==> src/rtl/osc_cal_pkg.sv <==
package osc_cal_pkg;

  localparam int CAL_MAG_W   = 5;
  localparam int CYC_IDX_W   = 6;              // 64-minute schedule
  localparam int CYC_WIN_W   = CYC_IDX_W + 1;
  localparam int CYC_MAX_ADJ = 62;

  typedef struct packed {
    logic                 sign;
    logic [CAL_MAG_W-1:0] mag;
  } cal_cfg_t;

  // number of eligible minutes: 2*mag, capped
  function automatic logic [CYC_WIN_W-1:0] win_len(input logic [CAL_MAG_W-1:0] mag);
    logic [CYC_WIN_W-1:0] dbl;
    dbl = CYC_WIN_W'({mag, 1'b0});
    return (dbl > CYC_WIN_W'(CYC_MAX_ADJ)) ? CYC_WIN_W'(CYC_MAX_ADJ) : dbl;
  endfunction

endpackage

==> src/rtl/osc_cal_prescale.sv <==
module osc_cal_prescale #(
  parameter int PRE_W = 8
) (
  input  logic clk_i,
  input  logic rst_ni,
  input  logic osc_en_i,
  input  logic short_i,
  output logic carry_o
);

  localparam logic [PRE_W-1:0] PRE_FULL = '1;
  localparam logic [PRE_W-1:0] PRE_HALF = PRE_FULL >> 1;

  logic [PRE_W-1:0] pre_q;
  logic [PRE_W-1:0] pre_last;
  logic             carry;

  assign pre_last = short_i ? PRE_HALF : PRE_FULL;
  assign carry    = osc_en_i && (pre_q == pre_last);
  assign carry_o  = carry;

  always_ff @(posedge clk_i or negedge rst_ni) begin
    if (!rst_ni) begin
      pre_q <= '0;
    end else if (osc_en_i) begin
      pre_q <= carry ? '0 : pre_q + PRE_W'(1);
    end
  end

  AST_SHORT_BOUND: assert property (@(posedge clk_i) disable iff (!rst_ni)
    short_i |-> (pre_q <= PRE_HALF));
  AST_PRE_HOLD: assert property (@(posedge clk_i) disable iff (!rst_ni)
    !osc_en_i |=> $stable(pre_q));

endmodule

==> src/rtl/osc_cal_sec_div.sv <==
module osc_cal_sec_div #(
  parameter int POST_W = 7
) (
  input  logic clk_i,
  input  logic rst_ni,
  input  logic carry_i,
  input  logic arm_i,
  input  logic sign_i,
  output logic short_o,
  output logic sec_end_o,
  output logic sec_tick_o
);

  localparam logic [POST_W-1:0] POST_TERM = '1;
  localparam logic [POST_W-1:0] POST_PEN  = POST_W'((1 << POST_W) - 2);

  logic [POST_W-1:0] post_q;
  logic              ext_q;
  logic              short_q;
  logic              tick_q;
  logic              at_term;
  logic              stretch;
  logic              sec_end;

  assign at_term = (post_q == POST_TERM);
  // positive correction: hold terminal count for one extra first-stage period
  assign stretch = arm_i && sign_i && !ext_q;
  assign sec_end = carry_i && at_term && !stretch;

  always_ff @(posedge clk_i or negedge rst_ni) begin
    if (!rst_ni) begin
      post_q  <= '0;
      ext_q   <= 1'b0;
      short_q <= 1'b0;
      tick_q  <= 1'b0;
    end else begin
      tick_q <= sec_end;
      if (carry_i) begin
        if (at_term) begin
          if (stretch) begin
            ext_q <= 1'b1;
          end else begin
            post_q  <= '0;
            ext_q   <= 1'b0;
            short_q <= 1'b0;
          end
        end else begin
          post_q <= post_q + POST_W'(1);
          // negative correction: final first-stage period runs at half length
          if (post_q == POST_PEN) short_q <= arm_i && !sign_i;
        end
      end
    end
  end

  assign short_o    = short_q;
  assign sec_end_o  = sec_end;
  assign sec_tick_o = tick_q;

  AST_EXT_AT_TERM: assert property (@(posedge clk_i) disable iff (!rst_ni)
    ext_q |-> at_term);
  AST_EXT_NEEDS_ARM: assert property (@(posedge clk_i) disable iff (!rst_ni)
    $rose(ext_q) |-> $past(arm_i && sign_i));
  AST_SHORT_NOT_EXT: assert property (@(posedge clk_i) disable iff (!rst_ni)
    short_q |-> !ext_q);
  AST_TICK_SINGLE: assert property (@(posedge clk_i) disable iff (!rst_ni)
    tick_q |=> !tick_q);

endmodule

==> src/rtl/osc_cal_sched.sv <==
module osc_cal_sched
  import osc_cal_pkg::*;
(
  input  logic     clk_i,
  input  logic     rst_ni,
  input  logic     min_tick_i,
  input  cal_cfg_t cfg_i,
  input  logic     sec_end_i,
  output logic     arm_o,
  output logic     sign_o
);

  logic [CYC_IDX_W-1:0] next_idx_q;
  logic                 sign_q;
  logic                 arm_q;
  logic                 eligible;

  assign eligible = {1'b0, next_idx_q} < win_len(cfg_i.mag);

  always_ff @(posedge clk_i or negedge rst_ni) begin
    if (!rst_ni) begin
      next_idx_q <= '0;
      sign_q     <= 1'b0;
      arm_q      <= 1'b0;
    end else if (min_tick_i) begin
      next_idx_q <= next_idx_q + CYC_IDX_W'(1);
      sign_q     <= cfg_i.sign;
      arm_q      <= eligible;
    end else if (sec_end_i) begin
      arm_q <= 1'b0;
    end
  end

  assign arm_o  = arm_q;
  assign sign_o = sign_q;

  AST_IDX_WRAP: assert property (@(posedge clk_i) disable iff (!rst_ni)
    (min_tick_i && (next_idx_q == '1)) |=> (next_idx_q == '0));
  AST_IDX_HOLD: assert property (@(posedge clk_i) disable iff (!rst_ni)
    !min_tick_i |=> $stable(next_idx_q));
  AST_ZERO_MAG: assert property (@(posedge clk_i) disable iff (!rst_ni)
    (min_tick_i && (cfg_i.mag == '0)) |=> !arm_q);
  AST_TAIL_IDLE: assert property (@(posedge clk_i) disable iff (!rst_ni)
    (min_tick_i && (next_idx_q >= CYC_IDX_W'(CYC_MAX_ADJ))) |=> !arm_q);
  AST_CFG_HOLD: assert property (@(posedge clk_i) disable iff (!rst_ni)
    !min_tick_i |=> $stable(sign_q));

endmodule

==> src/rtl/osc_cal_trim.sv <==
module osc_cal_trim
  import osc_cal_pkg::*;
#(
  parameter int PRE_W  = 8,
  parameter int POST_W = 7
) (
  input  logic                 clk_i,
  input  logic                 rst_ni,
  input  logic                 osc_en_i,
  input  logic                 min_tick_i,
  input  logic [CAL_MAG_W-1:0] cal_mag_i,
  input  logic                 cal_sign_i,
  output logic                 sec_tick_o
);

  cal_cfg_t cfg;
  logic     carry;
  logic     short_req;
  logic     sec_end;
  logic     arm;
  logic     sign;

  assign cfg = '{sign: cal_sign_i, mag: cal_mag_i};

  osc_cal_prescale #(.PRE_W(PRE_W)) u_pre (
    .clk_i    (clk_i),
    .rst_ni   (rst_ni),
    .osc_en_i (osc_en_i),
    .short_i  (short_req),
    .carry_o  (carry)
  );

  osc_cal_sec_div #(.POST_W(POST_W)) u_sec (
    .clk_i      (clk_i),
    .rst_ni     (rst_ni),
    .carry_i    (carry),
    .arm_i      (arm),
    .sign_i     (sign),
    .short_o    (short_req),
    .sec_end_o  (sec_end),
    .sec_tick_o (sec_tick_o)
  );

  osc_cal_sched u_sched (
    .clk_i      (clk_i),
    .rst_ni     (rst_ni),
    .min_tick_i (min_tick_i),
    .cfg_i      (cfg),
    .sec_end_i  (sec_end),
    .arm_o      (arm),
    .sign_o     (sign)
  );

  AST_TICK_NEEDS_EN: assert property (@(posedge clk_i) disable iff (!rst_ni)
    $rose(sec_tick_o) |-> $past(osc_en_i));

  always_comb begin
    if (!rst_ni) AST_RESET_QUIET: assert (!sec_tick_o);
  end

endmodule

==> config.mk <==
export PLATFORM = sky130hd
export DESIGN_NAME = osc_cal_trim
export DESIGN_NICKNAME = d
export VERILOG_FILES = /design/src/rtl/osc_cal_pkg.sv /design/src/rtl/osc_cal_prescale.sv /design/src/rtl/osc_cal_sec_div.sv /design/src/rtl/osc_cal_sched.sv /design/src/rtl/osc_cal_trim.sv
export SDC_FILE = /design/constraint.sdc
export NUM_CORES = 1
export LEC_CHECK = 0
export ABC_AREA = 1
export BUFFER_PORTS_ARGS = -buffer_cell sky130_fd_sc_hd__buf_2
export CAP_MARGIN = 10
export CORE_MARGIN = 8
export CORE_UTILIZATION = 40
export DETAILED_ROUTE_END_ITERATION = 8
export GPL_ROUTABILITY_DRIVEN = 0
export HOLD_SLACK_MARGIN = 0.1
export PLACE_DENSITY = 0.6
export SYNTH_ARGS = -nofsm -noshare
export SYNTH_HDL_FRONTEND = slang
export SYNTH_SLANG_ARGS = --single-unit
==> constraint.sdc <==
create_clock -name clk_i -period 2.2 [get_ports clk_i]
set_clock_uncertainty 0.15 [all_clocks]
set_input_delay 0.55 -clock clk_i [delete_from_list [all_inputs] [get_ports clk_i]]
set_output_delay 0.55 -clock clk_i [all_outputs]
set_load 0.01 [all_outputs]
Word level (Yosys, flattened, before mapping). Index checks and enable logic that the tools add are counted.

$add $sub $neg: 3. $lt $le $gt $ge: 1. Equality and inequality tests: 4. Mux-type cells: 10. Reduce and logical (&&, ||, !) cells: 14.

Operator list (count): $mux 8 (2); $eq 7x7->1 const B (2); $mux 7 (2); $add 8x1->8 const B (1); $eq 8x8->1 (1); $add 7x1->7 const B (1); $add 6x1->6 const B (1); $logic_and 1x1->1 (6); $lt 6x6->1 (1); $mux 1 (6); $reduce_and 2->1 (2); $reduce_bool 2->1 (2); $logic_not 1->1 (3); $reduce_and 3->1 (1); $ne 2x2->1 const B (1).

Bits in registers: 26. Bits of input ports: 10. Output and inout port bits: 1. Word-level logic and storage cells: 40.

Longest topological paths before layout.
Depth after elaboration: 7. Depth in mapped cells: 9.

Modules after synthesis. Synthesis repeated with hierarchy kept, for this count alone.

Cell total of the unflattened synthesis: 182. Area total of the unflattened synthesis: 1480.2 um^2.

Modules (own cells, without submodules): osc_cal_sec_div (times used 1, cells an instance 71, area an instance 578.1 um^2, sequential area each 250.2 um^2); osc_cal_sched (times used 1, cells an instance 59, area an instance 491.7 um^2, sequential area each 200.2 um^2); osc_cal_prescale (times used 1, cells an instance 52, area an instance 410.4 um^2, sequential area each 200.2 um^2).

Least setup slack after synthesis. No wires, ideal clock.

Kind: input port to flip-flop. Start: input osc_en_i. End: register u_sched.arm_q (netlist: u_sched.arm_o). Library setup time: 117 ps. Arrival time: 1297 ps. Required time: 1933 ps. Path slack: 636 ps. Stages on the path: 8. Path through: buf_4 > inv_2 > nor2_4 > nand3_2 > nor2_4 > nand3_2 > nand2_1 > nand2_1.

Longest elaborated chain between the ends: 4.

RTL lines: start: declaration (RTL line osc_cal_trim.sv:9) `input logic osc_en_i,`; $logic_and 1x1->1 (RTL line osc_cal_prescale.sv:19) `assign carry = osc_en_i && (pre_q == pre_last);`; $logic_and 1x1->1 (2 in series) (RTL line osc_cal_sec_div.sv:28) `assign sec_end = carry_i && at_term && !stretch;`; $reduce_bool 2->1 (no line); end signal: assignment (RTL line osc_cal_sched.sv:28) `arm_q <= eligible;`; end: declaration (RTL line osc_cal_sched.sv:15) `logic arm_q;`.

No other way between the ends. A chain may end at the register's enable or synchronous reset.

Final worst setup path.
Start: register u_sec.post_q[0]. End: register u_sec.post_q[3].

Longest elaborated chain between the ends: 3. Elaborated cells between the ends (all ways): 5.

RTL lines: start: declaration (RTL line osc_cal_sec_div.sv:17) `logic [POST_W-1:0] post_q;`; start signal: assignment (RTL line osc_cal_sec_div.sv:48) `post_q <= post_q + POST_W'(1);`; branches (longest 3 deep; another with $add 7x1->7).

Several ways; the timed one is not identified.

==> run metrics <==
leakage power total=0.0009340 uW; final net count=221; router iterations before antenna repair=6; RSZ-0062 raised after global routing=no; Syn Area/Cell=8.265 sq um; min Tclk post-route=1654 ps; Via density=4.512; Hold/Removal Path Class=in2async; first-pass GRT wire length=4809 microns; Peak VDD IR=421.8 uV; vias in the first global route=1,103; number of port buffers=10; routed vias=1,128; IO Count=11; WL per Instance=10.28 microns; Fmax=604.6 MHz; Synth cell types=30; Final Hold Fails=0; number of synthesized flops with an enable pin=0; top_reg_cell synth=dfrtp_1; sequential fraction of the synthesis area=0.4143; post-CTS setup buffers=0; CTS Buffer Depth=2; # Max-Cap Violations=0; # setup viols final=0; antenna violations before repair=0; Slew @ Worst Pin=581.0 ps; Initial Util=0.4226; CP Depth=8; crit path max fanout=7; max incr delay on CP=420 ps; CTS buffer count=3; Yosys warning total=0; layout cells sized above 1=0.1733; gr ovfl total=0; Cells after Synth=190; root buf cell=clkbuf_8; hold_buf cts=0; Slew HR=0.6127; CP delay by family, top=simple AND/OR/NAND/NOR gates; #FFs+latches synth=26; Synth Net Count=208; total track usage=0.09362; Setup crit end kind=flip-flop; Filler cells=362; critical path required time=2220 ps; commonest non-fill, non-tap cell in the layout=nand2_1; drt initial violations=65; detailed placement HPWL=1925 microns; Layout area overhead=9.721%; Max Slew Vio Count=0; DRC=0; Seq. cell area=650.6 sq um; worst hold margin=111.8 ps; fin crit share=0.7519; Total Wirelength=2571 microns; status=finished clean; Die Y=78.66 microns; Worst Setup Path Type=reg2reg; H-Tree Depth=1; WP data arrival=1670 ps; Power per Cell Area=806.4 nW/um^2; Core ar.=3716 sq um; post-route antenna net violation count=0; die area=6187 sq um; Die Width=78.66 microns; # resized after CTS=0; std cell rows=22; Multi-input gate area=772.0 sq um; Critical Path Source Type=flip-flop; r2r worst-path depth=8; Mapped Area=1570 sq um; CTS tree=done; pin count of the biggest net entering global routing=27; most frequent cells in the layout=nand2_1, inv_1, dfrtp_1; clock latency on the worst-skew pair=270 ps; critical-path cell list=ha_1, nand3_4, nor2_8, nand2_4, clkinv_4, nor2_4, nand2_1, nand2_1; Ant. Diodes=0; Buf/Inv on CP=1; Reg clk slew, reported paths=100 ps; most frequent CP cell=nand2_1; CTS sink count=26; Fin Setup TNS=0 ps; asr flop ratio synth=1.000; CP max stage cell=dfrtp_1
==> flip-flops by register name (all words and copies together), names as in the netlist <==
register and flops:
u_sched.sign_o 1, u_sec.ext_q 1, u_sec.post_q 7, u_pre.pre_q 8, u_sched.next_idx_q 6, u_sec.sec_tick_o 1, u_sec.short_o 1, u_sched.arm_o 1
==> through the flow <==
step | total power (uW) | setup WS [ps] | util | instances | cell area (sq um)
after floorplan | 999.6 | 635.6 | - | 190 | 1570
after global placement | 1085 | 503.7 | 0.4488 | 246 | 1668
after detailed placement | 1085 | 472.3 | 0.4488 | 246 | 1668
after CTS | 1409 | 525.7 | 0.4636 | 250 | 1723
after global routing | 1499 | 395.5 | 0.4636 | 250 | 1723
final | 1389 | 545.9 | 0.4636 | 250 | 1723
==> final timing paths <==
path / slack, ps / endpoint / from
hold / removal: 110 / u_pre.pre_q[0] / rst_ni
setup reg to reg: 550 / u_sec.post_q[3] / u_sec.post_q[0]
hold reg to reg: 340 / u_sched.next_idx_q[5] / u_sched.next_idx_q[5]
min in group clk_i: 340 / u_sched.next_idx_q[5] / u_sched.next_idx_q[5]
max in group asynchronous: 1400 / u_sec.post_q[2] / rst_ni
setup / recovery: 550 / u_sec.post_q[3] / u_sec.post_q[0]
==> cells in the mapped netlist, types with 2 or more instances <==
cell type	number	area, sq um
nor2_4	3	33.78
inv_1	30	112.6
xor2_1	6	52.55
o21ai_0	5	25.02
nand4_1	4	25.02
a21oi_1	5	25.02
ha_1	8	100.1
nand2_2	2	12.51
xnor2_1	3	26.28
nor2_1	13	48.80
nand3_1	9	45.04
nand2_1	50	187.7
o21bai_1	5	37.54
nor3_1	2	10.01
dfrtp_1	26	650.6
inv_2	2	7.510
nor2_2	3	18.77
nand3_2	2	20.02
==> area by class of cell <==
class	count	area share
clock buffer	4	0.03195
inverter	34	0.07843
multi-input combinational	128	0.4481
sequential	26	0.3776
tap	48	0.03486
timing repair buffer	10	0.02905
==> logic make-up after synthesis <==
family / Yosys count / synth area share
AND/OR/NAND/NOR: 94 / 0.3092
buffers and inverters: 36 / 0.09403
XOR/XNOR: 9 / 0.05020
adder cells (fa/ha/maj): 8 / 0.06375
multiplexers: 1 / 0.007171
flip-flops: 26 / 0.4143
AO/OA/AOI/OAI: 16 / 0.06135
==> metal layers <==
layer | wire length (microns) | global-route usage | share of wire
met2 | 1135 | 0.1433 | 0.44
met4 | 19 | 0.03333 | 0.0074
met3 | 96 | 0.02392 | 0.037
met5 | 0 | 0 | 0
met1 | 1320 | 0.1239 | 0.51
==> where the power goes <==
| group | switching (uW) | internal, uW |
|---|---|---|
| Sequential | 126 | 601 |
| Combinational | 188 | 156 |
| Clock | 158 | 160 |
(Power assumes the default switching activity.)
